`src/rtl/lec_pkg.sv`:
```
// Package for the per-lane event counter: register offsets, command codes
// and the field positions of the control word.
package lec_pkg;
    localparam int CTRL_OFS   = 8'h08;
    localparam int DATA_OFS   = 8'h0C;

    localparam int GRP_LSB    = 24;
    localparam int GRP_W      = 4;
    localparam int NUM_LSB    = 16;
    localparam int NUM_W      = 8;
    localparam int LANE_LSB   = 8;
    localparam int LANE_W     = 4;
    localparam int STAT_BIT   = 7;
    localparam int ENC_LSB    = 2;
    localparam int ENC_W      = 3;
    localparam int CLC_LSB    = 0;
    localparam int CLC_W      = 2;

    localparam logic [ENC_W-1:0] EN_CMD_ON  = 3'd3;
    localparam logic [ENC_W-1:0] EN_CMD_OFF = 3'd1;
    localparam logic [CLC_W-1:0] CLR_CMD    = 2'd1;

    // Registered selection state shared by the sub-blocks.
    typedef struct packed {
        logic [GRP_W-1:0]  grp;
        logic [NUM_W-1:0]  num;
        logic [LANE_W-1:0] lane;
    } sel_t;
endpackage

```
`src/rtl/lec_ctrl_reg.sv`:
```
// Control register of the event counter.
// Decodes writes to the control offset, holds the selector, the lane and the
// last written command codes, and tracks the counting state. Assumes that the
// caller presents a write strobe together with its offset and data in one cycle.
module lec_ctrl_reg
    import lec_pkg::*;
#(
    parameter int ADDR_W = 8
) (
    input  logic              clk,
    input  logic              rst_n,
    input  logic              reg_wr,
    input  logic [ADDR_W-1:0] reg_addr,
    input  logic [GRP_W-1:0]  wr_grp,
    input  logic [NUM_W-1:0]  wr_num,
    input  logic [LANE_W-1:0] wr_lane,
    input  logic [ENC_W-1:0]  wr_enc,
    input  logic [CLC_W-1:0]  wr_clc,
    output sel_t              sel_q,
    output logic [ENC_W-1:0]  enc_q,
    output logic [CLC_W-1:0]  clc_q,
    output logic              en_q,
    output logic              clr_now
);
    logic ctrl_hit;

    // Decode a write to the control word.
    always_comb ctrl_hit = reg_wr && (reg_addr == ADDR_W'(CTRL_OFS));

    // The clear acts on the write edge itself.
    always_comb clr_now = ctrl_hit && (wr_clc == CLR_CMD);

    // Store the selector and the command codes for readback.
    always_ff @(posedge clk) begin
        if (!rst_n) begin
            sel_q <= '0;
            enc_q <= '0;
            clc_q <= '0;
        end else if (ctrl_hit) begin
            sel_q.grp  <= wr_grp;
            sel_q.num  <= wr_num;
            sel_q.lane <= wr_lane;
            enc_q      <= wr_enc;
            clc_q      <= wr_clc;
        end
    end

    // Counting state: only the on and off codes change it.
    always_ff @(posedge clk) begin
        if (!rst_n)
            en_q <= 1'b0;
        else if (ctrl_hit && wr_enc == EN_CMD_ON)
            en_q <= 1'b1;
        else if (ctrl_hit && wr_enc == EN_CMD_OFF)
            en_q <= 1'b0;
    end
endmodule

```
`src/rtl/lec_event_sel.sv`:
```
// Event selector.
// Picks one strobe out of the flat strobe vector from the registered selector.
// Out-of-range group, number or lane gives no hit. Assumes the strobe layout
// ((group * EPG) + number) * LANES + lane.
module lec_event_sel
    import lec_pkg::*;
#(
    parameter int GROUPS = 8,
    parameter int EPG    = 8,
    parameter int LANES  = 4,
    localparam int N_EV     = GROUPS * EPG,
    localparam int STROBE_W = N_EV * LANES,
    localparam int EV_IDX_W = (N_EV > 1) ? $clog2(N_EV) : 1,
    localparam int LN_IDX_W = (LANES > 1) ? $clog2(LANES) : 1
) (
    input  sel_t                sel,
    input  logic [STROBE_W-1:0] strobes,
    output logic                hit
);
    logic             grp_ok, num_ok, lane_ok;
    logic [EV_IDX_W-1:0] ev_idx;
    logic [LN_IDX_W-1:0] ln_idx;
    logic [LANES-1:0] ev_row [N_EV];

    // Range checks on each part of the selector.
    always_comb begin
        grp_ok  = 32'(sel.grp)  < GROUPS;
        num_ok  = 32'(sel.num)  < EPG;
        lane_ok = 32'(sel.lane) < LANES;
    end

    // Split the strobe vector into one row of lane bits per event.
    for (genvar e = 0; e < N_EV; e++) begin : g_row
        assign ev_row[e] = strobes[e*LANES +: LANES];
    end

    // Flat event index and lane index, forced to 0 when out of range.
    always_comb begin
        ev_idx = '0;
        ln_idx = '0;
        if (grp_ok && num_ok)
            ev_idx = EV_IDX_W'(32'(sel.grp) * EPG + 32'(sel.num));
        if (lane_ok)
            ln_idx = LN_IDX_W'(sel.lane);
    end

    // Select the strobe only when every field is in range.
    always_comb hit = grp_ok && num_ok && lane_ok && ev_row[ev_idx][ln_idx];
endmodule

```
`src/rtl/lec_counter.sv`:
```
// Count accumulator.
// Holds the count and adds one on each enabled hit, modulo 2^CNT_W. A clear
// overrides an increment on the same edge. Assumes hit and enable are stable
// around the edge.
module lec_counter #(
    parameter int CNT_W = 32
) (
    input  logic             clk,
    input  logic             rst_n,
    input  logic             en,
    input  logic             hit,
    input  logic             clr,
    output logic [CNT_W-1:0] cnt_q
);
    // Clear first, then increment; the value is otherwise held.
    always_ff @(posedge clk) begin
        if (!rst_n)
            cnt_q <= '0;
        else if (clr)
            cnt_q <= '0;
        else if (en && hit)
            cnt_q <= cnt_q + CNT_W'(1);
    end
endmodule

```
`src/rtl/lane_event_counter.sv`:
```
// Top of the per-lane event counter unit.
// Joins the control register, the event selector and the accumulator, and
// serves register reads one cycle after the read strobe. Assumes at most one
// of reg_wr and reg_rd per cycle matters for a given offset.
module lane_event_counter
    import lec_pkg::*;
#(
    parameter int ADDR_W = 8,
    parameter int GROUPS = 8,
    parameter int EPG    = 8,
    parameter int LANES  = 4,
    localparam int CNT_W    = 32,
    localparam int STROBE_W = GROUPS * EPG * LANES
) (
    input  logic                clk,
    input  logic                rst_n,
    input  logic                reg_wr,
    input  logic                reg_rd,
    input  logic [ADDR_W-1:0]   reg_addr,
    input  logic [31:0]         reg_wdata,
    output logic [31:0]         reg_rdata,
    output logic                reg_rvalid,
    input  logic [STROBE_W-1:0] ev_strobe
);
    sel_t             sel_q;
    logic [ENC_W-1:0] enc_q;
    logic [CLC_W-1:0] clc_q;
    logic             en_q;
    logic             clr_now;
    logic             hit;
    logic [CNT_W-1:0] count_q;
    logic [31:0]      ctrl_word;
    logic [31:0]      rd_mux;
    logic             unused_wbits;

    // Write data bits with no field behind them.
    assign unused_wbits = ^{reg_wdata[31:28], reg_wdata[15:12], reg_wdata[7:5]};

    lec_ctrl_reg #(.ADDR_W(ADDR_W)) u_ctrl (
        .clk     (clk),
        .rst_n   (rst_n),
        .reg_wr  (reg_wr),
        .reg_addr(reg_addr),
        .wr_grp  (reg_wdata[GRP_LSB  +: GRP_W]),
        .wr_num  (reg_wdata[NUM_LSB  +: NUM_W]),
        .wr_lane (reg_wdata[LANE_LSB +: LANE_W]),
        .wr_enc  (reg_wdata[ENC_LSB  +: ENC_W]),
        .wr_clc  (reg_wdata[CLC_LSB  +: CLC_W]),
        .sel_q   (sel_q),
        .enc_q   (enc_q),
        .clc_q   (clc_q),
        .en_q    (en_q),
        .clr_now (clr_now)
    );

    lec_event_sel #(.GROUPS(GROUPS), .EPG(EPG), .LANES(LANES)) u_sel (
        .sel    (sel_q),
        .strobes(ev_strobe),
        .hit    (hit)
    );

    lec_counter #(.CNT_W(CNT_W)) u_cnt (
        .clk  (clk),
        .rst_n(rst_n),
        .en   (en_q),
        .hit  (hit),
        .clr  (clr_now),
        .cnt_q(count_q)
    );

    // Assemble the control word for readback.
    always_comb begin
        ctrl_word = '0;
        ctrl_word[GRP_LSB  +: GRP_W]  = sel_q.grp;
        ctrl_word[NUM_LSB  +: NUM_W]  = sel_q.num;
        ctrl_word[LANE_LSB +: LANE_W] = sel_q.lane;
        ctrl_word[STAT_BIT]           = en_q;
        ctrl_word[ENC_LSB  +: ENC_W]  = enc_q;
        ctrl_word[CLC_LSB  +: CLC_W]  = clc_q;
    end

    // Offset decode for reads; unmapped offsets return zero.
    always_comb begin
        if (reg_addr == ADDR_W'(CTRL_OFS))
            rd_mux = ctrl_word;
        else if (reg_addr == ADDR_W'(DATA_OFS))
            rd_mux = count_q;
        else
            rd_mux = '0;
    end

    // Register the read response one cycle after the strobe.
    always_ff @(posedge clk) begin
        if (!rst_n) begin
            reg_rdata  <= '0;
            reg_rvalid <= 1'b0;
        end else begin
            reg_rvalid <= reg_rd;
            reg_rdata  <= reg_rd ? rd_mux : '0;
        end
    end
endmodule

```
`config.mk`:
```
export PLATFORM = sky130hd
export DESIGN_NAME = lane_event_counter
export DESIGN_NICKNAME = d
export VERILOG_FILES = /design/src/rtl/lec_pkg.sv /design/src/rtl/lec_ctrl_reg.sv /design/src/rtl/lec_event_sel.sv /design/src/rtl/lec_counter.sv /design/src/rtl/lane_event_counter.sv
export SDC_FILE = /design/constraint.sdc
export NUM_CORES = 1
export LEC_CHECK = 0
export BUFFER_PORTS_ARGS = -buffer_cell sky130_fd_sc_hd__buf_2
export CAP_MARGIN = 0
export CORE_AREA = 2 2 128 130
export CTS_CLUSTER_DIAMETER = 40
export DETAILED_ROUTE_END_ITERATION = 8
export DIE_AREA = 0 0 130 132
export PLACE_DENSITY = 0.8
export SLEW_MARGIN = 10
export SYNTH_ARGS = -nofsm -noshare
export SYNTH_HDL_FRONTEND = slang
export SYNTH_HIERARCHICAL = 1
export SYNTH_SLANG_ARGS = --single-unit
```
`constraint.sdc`:
```
create_clock -name clk -period 4.1 [get_ports clk]
set_input_delay 0 -clock clk [delete_from_list [all_inputs] [get_ports clk]]
set_output_delay 0 -clock clk [all_outputs]
set_load 0.1 [all_outputs]
```
==> results of run 1 <==
## routing by layer
layer,global-route usage [%],vias to the layer above
li1,-,3668
met1,40.31,3795
met5,0,-
met3,6.778,67
met2,53.26,480
met4,11.17,2
## final timing paths
path | start | endpoint | slack (ns) | cells after the start
setup / recovery | u_ctrl/sel_q[7] | u_cnt/cnt_q[20] | -0.04 | 16
hold / removal | rst_n | u_ctrl/enc_q[1] | 0.31 | 3
setup reg to reg | u_ctrl/sel_q[7] | u_cnt/cnt_q[20] | -0.04 | 16
hold reg to reg | u_ctrl/clc_q[0] | u_ctrl/clc_q[0] | 0.46 | 2
## final cells by class
type | instances | area (sq um)
clock inverters | 3 | 42.54
diodes | 5 | 12.51
fillers | 1306 | 5886
clock buffers | 13 | 260.3
inverters | 15 | 56.30
multi-input cells | 586 | 4798
repair buffers | 437 | 2630
well taps | 216 | 270.3
flip-flops and latches | 87 | 1757
## cells in the mapped netlist (all sizes together), types with 4 or more instances
library cell | count | area (sq um)
dfxtp | 87 | 1742
nor3 | 23 | 142.6
a221oi | 7 | 61.31
a2111oi | 10 | 90.09
xnor2 | 7 | 61.31
mux2 | 11 | 123.9
nor4 | 43 | 478.0
o21ai | 25 | 125.1
nand2b | 12 | 75.07
o22ai | 13 | 87.58
mux2i | 90 | 900.9
o211ai | 7 | 52.55
o221ai | 6 | 52.55
inv | 15 | 56.30
clkbuf | 27 | 101.4
o31ai | 7 | 57.55
nor2b | 10 | 62.56
or4 | 7 | 60.06
buf | 43 | 274.0
a211oi | 8 | 60.06
nand2 | 90 | 337.8
a21oi | 36 | 183.9
o41ai | 8 | 70.07
nor2 | 30 | 115.1
o311ai | 5 | 43.79
nand3 | 30 | 167.7
and2 | 4 | 25.02
nand4 | 13 | 102.6
or3 | 14 | 87.58
mux4 | 16 | 360.4
and3 | 5 | 31.28
## per-stage QoR
| step | area (sq um) | setup WS, ns | cells | TNS [ns] | utilization, % |
|---|---|---|---|---|---|
| after floorplan | 6648 | 0.1074 | 758 | 0 | - |
| after detailed placement | 8740 | -0.3672 | 1297 | -5.373 | 55.62 |
| after CTS | 9629 | -0.1139 | 1352 | -0.3706 | 61.28 |
| after global routing | 9822 | -0.2021 | 1360 | -1.934 | 62.51 |
| final | 9827 | -0.04415 | 1362 | -0.08569 | 62.54 |
| after global placement | 8740 | -0.2909 | 1297 | -3.968 | 55.62 |
## kinds of logic (layout without fill, tap and decap cells)
kind of cell    after synthesis  after routing  synth area share (%)
other cells                   0              5                     0
simple gates                300            300                 27.99
flops                        87             87                 26.22
buf+inv                      85            468                 6.498
fa+ha+maj                     3              3                0.6780
mux                         117            117                 20.85
xor+xnor                     10             10                 1.319
compound gates              156            156                 16.44
## power by group through the flow
| stage | Sequential [W] | Combinational (W) | Clock (W) |
|---|---|---|---|
| finish | 0.000844 | 0.000316 | 0.000840 |
| global route | 0.000844 | 0.000337 | 0.000871 |
| CTS | 0.000845 | 0.000308 | 0.000839 |
| detailed placement | 0.000864 | 0.000280 | 0 |
| global placement | 0.000864 | 0.000277 | 0 |
| floorplan | 0.000869 | 0.000106 | 0 |
## timing repair
| action | in CTS | in global routing |
|---|---|---|
| setup buffers | 14 | 6 |
| endpoints found under the setup margin | 20 | 24 |
| hold buffers | 23 | 0 |
| cloned | 2 | 0 |
| pin swaps | 33 | 18 |
| gates resized for setup | 50 | 25 |
| endpoints found under the hold margin | 23 | 0 |
## tightest hold or removal path: stages
cell                      delay, ns
sky130_fd_sc_hd__buf_2         0.36
sky130_fd_sc_hd__nand2_1       0.18
sky130_fd_sc_hd__mux2i_1       0.06
## registers in the layout, summed over array words and instances (netlist names)
register	flops
reg_rvalid	1
u_ctrl/sel_q	16
u_cnt/cnt_q	32
u_ctrl/clc_q	2
u_ctrl/enc_q	3
u_ctrl/en_q	1
reg_rdata	32
==> implementation parameters, run 1 <==
Parameter                              Value

Drt
  Residual antenna-violating net count after detailed routing ... 0
  Via/cell ratio ... approximately 5.9
  Length of routed met2 wiring ... around 14 mm
  Via count of the routed design ... 8012
  Routed len/inst ... ~21 um
  Initial DRC count ... 759
  Routed met3 length ... around 2.7 mm
  Met1 WL ... between 10 and 15 mm
  DR pass1 iterations ... 5
  Highest metal used ... met5
  Detailed Route WL ... around 28 mm
  DRC violation count after routing ... 0

Layout
  Most common cell after layout, fill and taps aside ... sky130_fd_sc_hd__buf_2
  P&R area growth vs syn ... 47.94%
  Net count of the finished layout ... roughly 1400
  Share of post-route cells with drive strength above 1 ... 48.29%
  Commonest cells after routing, fill and taps aside ... sky130_fd_sc_hd__buf_2, sky130_fd_sc_hd__mux2i_1, sky130_fd_sc_hd__nand2_1, sky130_fd_sc_hd__dfxtp_1, sky130_fd_sc_hd__buf_4

STA
  Clock period minus final worst setup slack ... 4.144 ns
  Final setup violation count ... 3
  Hold slack final ... between 0.3 and 0.4 ns
  Worst Tran Pin Value ... about 1.4 ns
  Final period util ... 101.1%
  Count of final hold-check violations ... 0
  Fmax ... ~240 MHz
  Final number of max-transition violations ... 0
  Unrepaired setup endpoints after global routing ... yes
  Final setup skew ... roughly 0.006 ns
  Setup slack of the critical path after layout ... -0.04415 ns
  Relative slew margins ... under 10%

Die
  Core outline area ... between 15000 and 20000 sq um
  # rows ... 46
  Starting utilization of the core area ... a little over two fifths
  DIE WIDTH ... about 130 um
  Die height ... between 100 and 150 um
  Top-level I/O count ... around 330
  DIE AREA ... between 15000 and 20000 sq um

Worst setup path
  Type of destination of the critical path ... register
  Biggest cell delay along the critical path ... around 0.57 ns
  Kind of launch point of the worst setup path ... register
  Sum of buffers and inverters on the critical path ... 4
  Cells along the critical path ... buf_6, or4_4, nor3_4, buf_12, buf_4, o22ai_4, a21oi_2, o32ai_2, o31ai_2, nand4_1, a211oi_2, buf_4, nand4_4, or4_4, or4b_4, a21oi_2
  Family with the most delay on the worst path ... simple AND/OR/NAND/NOR gates
  Arrival time of the worst setup path ... roughly 4.4 ns
  Cell with the biggest individual delay on the critical path ... sky130_fd_sc_hd__or4_4
  Worst setup path class ... register to register
  Required @ worst endpoint ... between 4 and 5 ns
  Largest driver fanout on the critical path ... 8

Clock network
  Insertion delay of the later-clocked pin in the worst-skew pair ... around 0.34 ns
  Bufs on Longest Clock Path ... 2
  Post-CTS clock slew at the launch and capture registers of the worst setup and hold paths ... around 0.060 ns
  CTS sink cnt ... between 80 and 90
  Clock tree from TritonCTS ... done
  Clock H-tree levels ... 3
  Clock tree root driver cell ... sky130_fd_sc_hd__clkbuf_16
  Inserted Clock Buffers ... 9

Run
  Max-Cap Viols ... 0

Synthesis
  EDFF count, synth ... 0
  Sequential cell area fraction in the yosys report ... 26.22%
  Synth cell types ... 80
  Most used DFF post-synth ... sky130_fd_sc_hd__dfxtp_1
  Count of mapped cells out of synthesis ... around 760
  Number of flip-flops and latches in the synthesized netlist ... 87
  Net Count, Synth ... around 1100
  Synth async-reset ratio ... 0%
  Summed instance area of the synthesized netlist ... 6643 sq um
  Average size of a mapped cell ... slightly below 9 sq um
  Ys Warns ... 6

Power and ir drop
  Worst IR drop on VDD ... roughly 0.00019 V
  Pleak ... about 3.9 nW
  Relative contribution of sequential cells to total power ... 42.2%
  Sw frac ... 24.06%
  Power density over cell area ... between 200 and 250 nW/um^2
  Proportion of power drawn by the clock network ... about two fifths
  Internal portion of total power ... approximately 0.0015 W
  Combinational share of power ... between 10% and 20%
  Net load switching power ... 0.0004812 W
  Total Power ... about 0.002 W

Outcome
  Violations in the final reports ... negative setup slack
  Run status ... complete, but fails checks

Placement
  Half-perimeter wire length of the detailed placement result ... approximately 21 mm
  Final RePlAce weighted congestion ... just over 1
  Count of input and output buffers ... approximately 320

Global routing
  Vias in the first global route ... a little under 8000
  Overflow left after global routing ... 0
  Overall routing resource usage ... 31.85%
  Largest net degree at the start of global routing ... 48
  Global-route wire length before repair ... ~43 mm
  Antenna violations before repair ... 5

Min path
  Class of the most critical hold timing path ... input pin to register
Power figures use the tool's default switching activity.
==> run 2, diff against run 1 <==
--- a/config.mk
+++ b/config.mk
@@ -11,7 +11,7 @@
 export CTS_CLUSTER_DIAMETER = 40
 export DETAILED_ROUTE_END_ITERATION = 8
 export DIE_AREA = 0 0 130 132
-export PLACE_DENSITY = 0.8
+export PLACE_DENSITY = 0.78
 export SLEW_MARGIN = 10
 export SYNTH_ARGS = -nofsm -noshare
 export SYNTH_HDL_FRONTEND = slang
==> constraint.sdc (replaced) <==
create_clock -name clk -period 3.8 [get_ports clk]
set_input_delay 0 -clock clk [delete_from_list [all_inputs] [get_ports clk]]
set_output_delay 0 -clock clk [all_outputs]
set_load 0.1 [all_outputs]
==> run 2 against run 1 <==
The run still ends with negative setup slack left. Largest cell class unchanged. Fmax rose by 4.2%. Final cell count is 0.59% higher. Clock skew up 0.0018 ns. Global-route usage is 0.29 points lower.
==> implementation parameters, run 2 (synthesis gave the netlist of run 1 again) <==
Parameter                              Value

Outcome
  Run status ... complete, but fails checks (unchanged)
  Violations in the final reports ... negative setup slack (unchanged)

Global routing
  Met3 track demand over resource ... 7.914% (was 6.778%)
  Overflow left after global routing ... 0 (unchanged)
  GR Layer Usage met1 ... 40.30% (was 40.31%)
  Overall routing resource usage ... 31.56% (was 31.85%)
  Vias in the first global route ... 7834 (was 7903)
  Met2 usage ... 51.28% (was 53.26%)
  Global-route wire length before repair ... 42.38 mm (was 42.97 mm)
  Most utilized layer in the global route result ... met2 (unchanged)
  Largest net degree at the start of global routing ... 48 (unchanged)
  Antenna violations before repair ... 11 (was 5)

Layout
  Final non-filler cell area ... 9758 sq um (was 9827 sq um)
  Net count of the finished layout ... 1446 (was 1439)
  Commonest cells after routing, fill and taps aside ... sky130_fd_sc_hd__buf_2, sky130_fd_sc_hd__buf_4, sky130_fd_sc_hd__mux2i_1, sky130_fd_sc_hd__nand2_1, sky130_fd_sc_hd__dfxtp_1 (was sky130_fd_sc_hd__buf_2, sky130_fd_sc_hd__mux2i_1, sky130_fd_sc_hd__nand2_1, sky130_fd_sc_hd__dfxtp_1, sky130_fd_sc_hd__buf_4)
  Filler cells ... 1365 (was 1306)
  Most common cell after layout, fill and taps aside ... sky130_fd_sc_hd__buf_2 (unchanged)
  Share of post-route cells with drive strength above 1 ... 48.17% (was 48.29%)
  P&R area growth vs syn ... 46.90% (was 47.94%)
  Final cell count without fillers ... 1370 (was 1362)
  Biggest registers after layout ... reg_rdata: 32 flops, u_cnt/cnt_q: 32 flops, u_ctrl/sel_q: 16 flops (unchanged)
  Final Util ... 62.10% (was 62.54%)

Power and ir drop
  Proportion of power drawn by the clock network ... 43.9% (was 42.0%)
  Relative contribution of sequential cells to total power ... 41.1% (was 42.2%)
  Worst IR drop on VDD ... 0.0002456 V (was 0.0001893 V)
  Internal portion of total power ... 0.001704 W (was 0.001519 W)
  Combinational share of power ... 15.0% (was 15.8%)
  Sw frac ... 23.22% (was 24.06%)
  Total Power ... 0.002219 W (was 0.002000 W)
  Pleak ... 3.964 nW (was 3.936 nW)
  Net load switching power ... 0.0005154 W (was 0.0004812 W)
  Power density over cell area ... 227.4 nW/um^2 (was 203.6 nW/um^2)

Placement
  Dpl cells ... 1318 (was 1297)
  Half-perimeter wire length of the detailed placement result ... 22.26 mm (was 21.25 mm)
  Area after DPL ... 8942 sq um (was 8740 sq um)
  Count of input and output buffers ... 321 (unchanged)
  Final RePlAce weighted congestion ... 1.000 (was 1.026)

STA
  Final setup skew ... 0.007845 ns (was 0.006001 ns)
  Final number of max-transition violations ... 0 (unchanged)
  Count of final hold-check violations ... 0 (unchanged)
  Hold slack final ... 0.02351 ns (was 0.3113 ns)
  Fmax ... 251.4 MHz (was 241.3 MHz)
  Unrepaired setup endpoints after global routing ... yes (unchanged)
  Clock period minus final worst setup slack ... 3.978 ns (was 4.144 ns)
  Final setup violation count ... 19 (was 3)
  Setup slack of the critical path after layout ... -0.1783 ns (was -0.04415 ns)
  Final period util ... 104.7% (was 101.1%)
  Worst Tran Pin Value ... 1.079 ns (was 1.412 ns)
  Relative slew margins ... 28.04% (was 5.684%)

Worst setup path
  Cells along the critical path ... ha_4, fa_1, buf_6, or3_4, nor3_2, a311o_1, nor4b_1, nand3_1, nand4_1, a211oi_2, buf_4, nand3_1, or4_4, or4_4, a21oi_1 (was buf_6, or4_4, nor3_4, buf_12, buf_4, o22ai_4, a21oi_2, o32ai_2, o31ai_2, nand4_1, a211oi_2, buf_4, nand4_4, or4_4, or4b_4, a21oi_2)
  Sum of buffers and inverters on the critical path ... 2 (was 4)
  Reg2reg setup slack ... -0.18 ns (was -0.04 ns)
  Kind of launch point of the worst setup path ... register (unchanged)
  Cell with the biggest individual delay on the critical path ... sky130_fd_sc_hd__or4_4 (unchanged)
  Biggest cell delay along the critical path ... 0.51 ns (was 0.57 ns)
  Required @ worst endpoint ... 4.04 ns (was 4.35 ns)
  Family with the most delay on the worst path ... simple AND/OR/NAND/NOR gates (unchanged)
  Worst setup path class ... register to register (unchanged)
  R2R Path End ... u_cnt/cnt_q[27] (was u_cnt/cnt_q[20])
  Arrival time of the worst setup path ... 4.22 ns (was 4.40 ns)
  R2R Path Start ... u_ctrl/sel_q[7] (unchanged)
  R2R cell count ... 15 (was 16)
  Largest driver fanout on the critical path ... 8 (unchanged)
  Type of destination of the critical path ... register (unchanged)

Die
  Starting utilization of the core area ... 42.28% (unchanged)
  Top-level I/O count ... 333 (unchanged)
  DIE WIDTH ... 130 um (unchanged)
  Core outline area ... 15710 sq um (unchanged)
  DIE AREA ... 17160 sq um (unchanged)
  # rows ... 46 (unchanged)
  Die height ... 132 um (unchanged)

Drt
  Via/cell ratio ... 5.891 (was 5.883)
  Residual antenna-violating net count after detailed routing ... 0 (unchanged)
  Detailed Route WL ... 28.42 mm (was 28.40 mm)
  DRC violation count after routing ... 0 (unchanged)
  Via count of the routed design ... 8070 (was 8012)
  Initial DRC count ... 692 (was 759)
  DR pass1 iterations ... 5 (unchanged)
  Routed len/inst ... 20.75 um (was 20.85 um)

Clock network
  Insertion delay of the later-clocked pin in the worst-skew pair ... 0.34 ns (about the same)
  CTS sink cnt ... 87 (unchanged)
  Clock tree root driver cell ... sky130_fd_sc_hd__clkbuf_16 (unchanged)
  Clock H-tree levels ... 3 (unchanged)
  Post-CTS clock slew at the launch and capture registers of the worst setup and hold paths ... 0.06 ns (about the same)
  Clock tree from TritonCTS ... done (unchanged)
  Bufs on Longest Clock Path ... 2 (unchanged)
  Inserted Clock Buffers ... 9 (unchanged)

Min path
  Number of stages on the worst hold path ... 3 (unchanged)
  Class of the most critical hold timing path ... input pin to register (unchanged)
  Hold path endpoint ... u_ctrl/en_q (was u_ctrl/enc_q[1])
  Launch point of the worst hold path ... reg_addr[5] (was rst_n)

Run
  Max-Cap Viols ... 0 (unchanged)
## run 2: cell count changes in the layout (fill, tap and decap cells not counted), moves of 3 or more
cell | before | now
sky130_fd_sc_hd__o22ai_1 | 9 | 12
sky130_fd_sc_hd__o311ai_4 | 4 | 0
sky130_fd_sc_hd__dlygate4sd3_1 | 23 | 20
sky130_fd_sc_hd__buf_6 | 8 | 4
sky130_fd_sc_hd__o41ai_1 | 2 | 8
sky130_fd_sc_hd__o22ai_4 | 3 | 0
sky130_fd_sc_hd__buf_4 | 77 | 94
sky130_fd_sc_hd__o311ai_2 | 0 | 3
sky130_fd_sc_hd__o41ai_2 | 6 | 0
## run 2: worst max path at each step
stage	startpoint	end	slack (ns)	cells after the start
after floorplan	u_ctrl/sel_q[7]	u_cnt/cnt_q[22]	0.007	15
after global placement	u_ctrl/sel_q[11]	u_cnt/cnt_q[22]	-0.30	13
after detailed placement	u_ctrl/sel_q[11]	u_cnt/cnt_q[20]	-0.34	13
after CTS	u_ctrl/sel_q[7]	u_cnt/cnt_q[22]	-0.15	14
after global routing	u_ctrl/sel_q[7]	u_cnt/cnt_q[22]	-0.27	15
final	u_ctrl/sel_q[7]	u_cnt/cnt_q[27]	-0.18	15
## run 2: worst min-delay path, cell delays in order
cell and delay [ns]:
sky130_fd_sc_hd__buf_2 0.12, sky130_fd_sc_hd__nor4_1 0.08, sky130_fd_sc_hd__mux2i_1 0.11
## run 2: power groups by stage
stage               combinational (W)  sequential, W  clock [W]
floorplan                    0.000115       0.000938          0
global placement             0.000306       0.000932          0
detailed placement           0.000308       0.000932          0
CTS                          0.000327       0.000912   0.000986
global route                 0.000357       0.000911    0.00102
finish                       0.000333       0.000912   0.000975
## run 2: what timing repair did
action / 4_1_cts / 5_1_grt
endpoints found under the hold margin: 21 / 0
resized for setup: 23 / 21
pin swaps: 6 / 11
buffers inserted: 6 / 4
setup endpoints to repair: 20 / 25
hold buffers: 20 / 0
## run 2: stage by stage
stage / setup slack, ns / setup TNS [ns]
after floorplan: 0.006774 / 0
after global placement: -0.2996 / -3.704
after detailed placement: -0.3405 / -4.416
after CTS: -0.1525 / -0.7642
after global routing: -0.2698 / -4.062
final: -0.1783 / -1.956
## run 2: metal layers
| metal | wire, um | up-vias |
|---|---|---|
| met4 | 930 | 4 |
| met5 | 30 | - |
| met1 | 11350 | 3847 |
| met2 | 13390 | 465 |
| li1 | - | 3680 |
| met3 | 2728 | 74 |
## run 2: layout make-up
class | count | area (sq um) | share of cell area, %
Inverter | 15 | 56.30 | 0.5770
Sequential cell | 87 | 1752 | 17.95
Antenna cell | 6 | 15.01 | 0.1539
Tap cell | 216 | 270.3 | 2.770
Timing Repair Buffer | 444 | 2658 | 27.23
Clock buffer | 12 | 256.5 | 2.629
Multi-Input combinational cell | 586 | 4674 | 47.90
Clock inverter | 4 | 76.32 | 0.7822
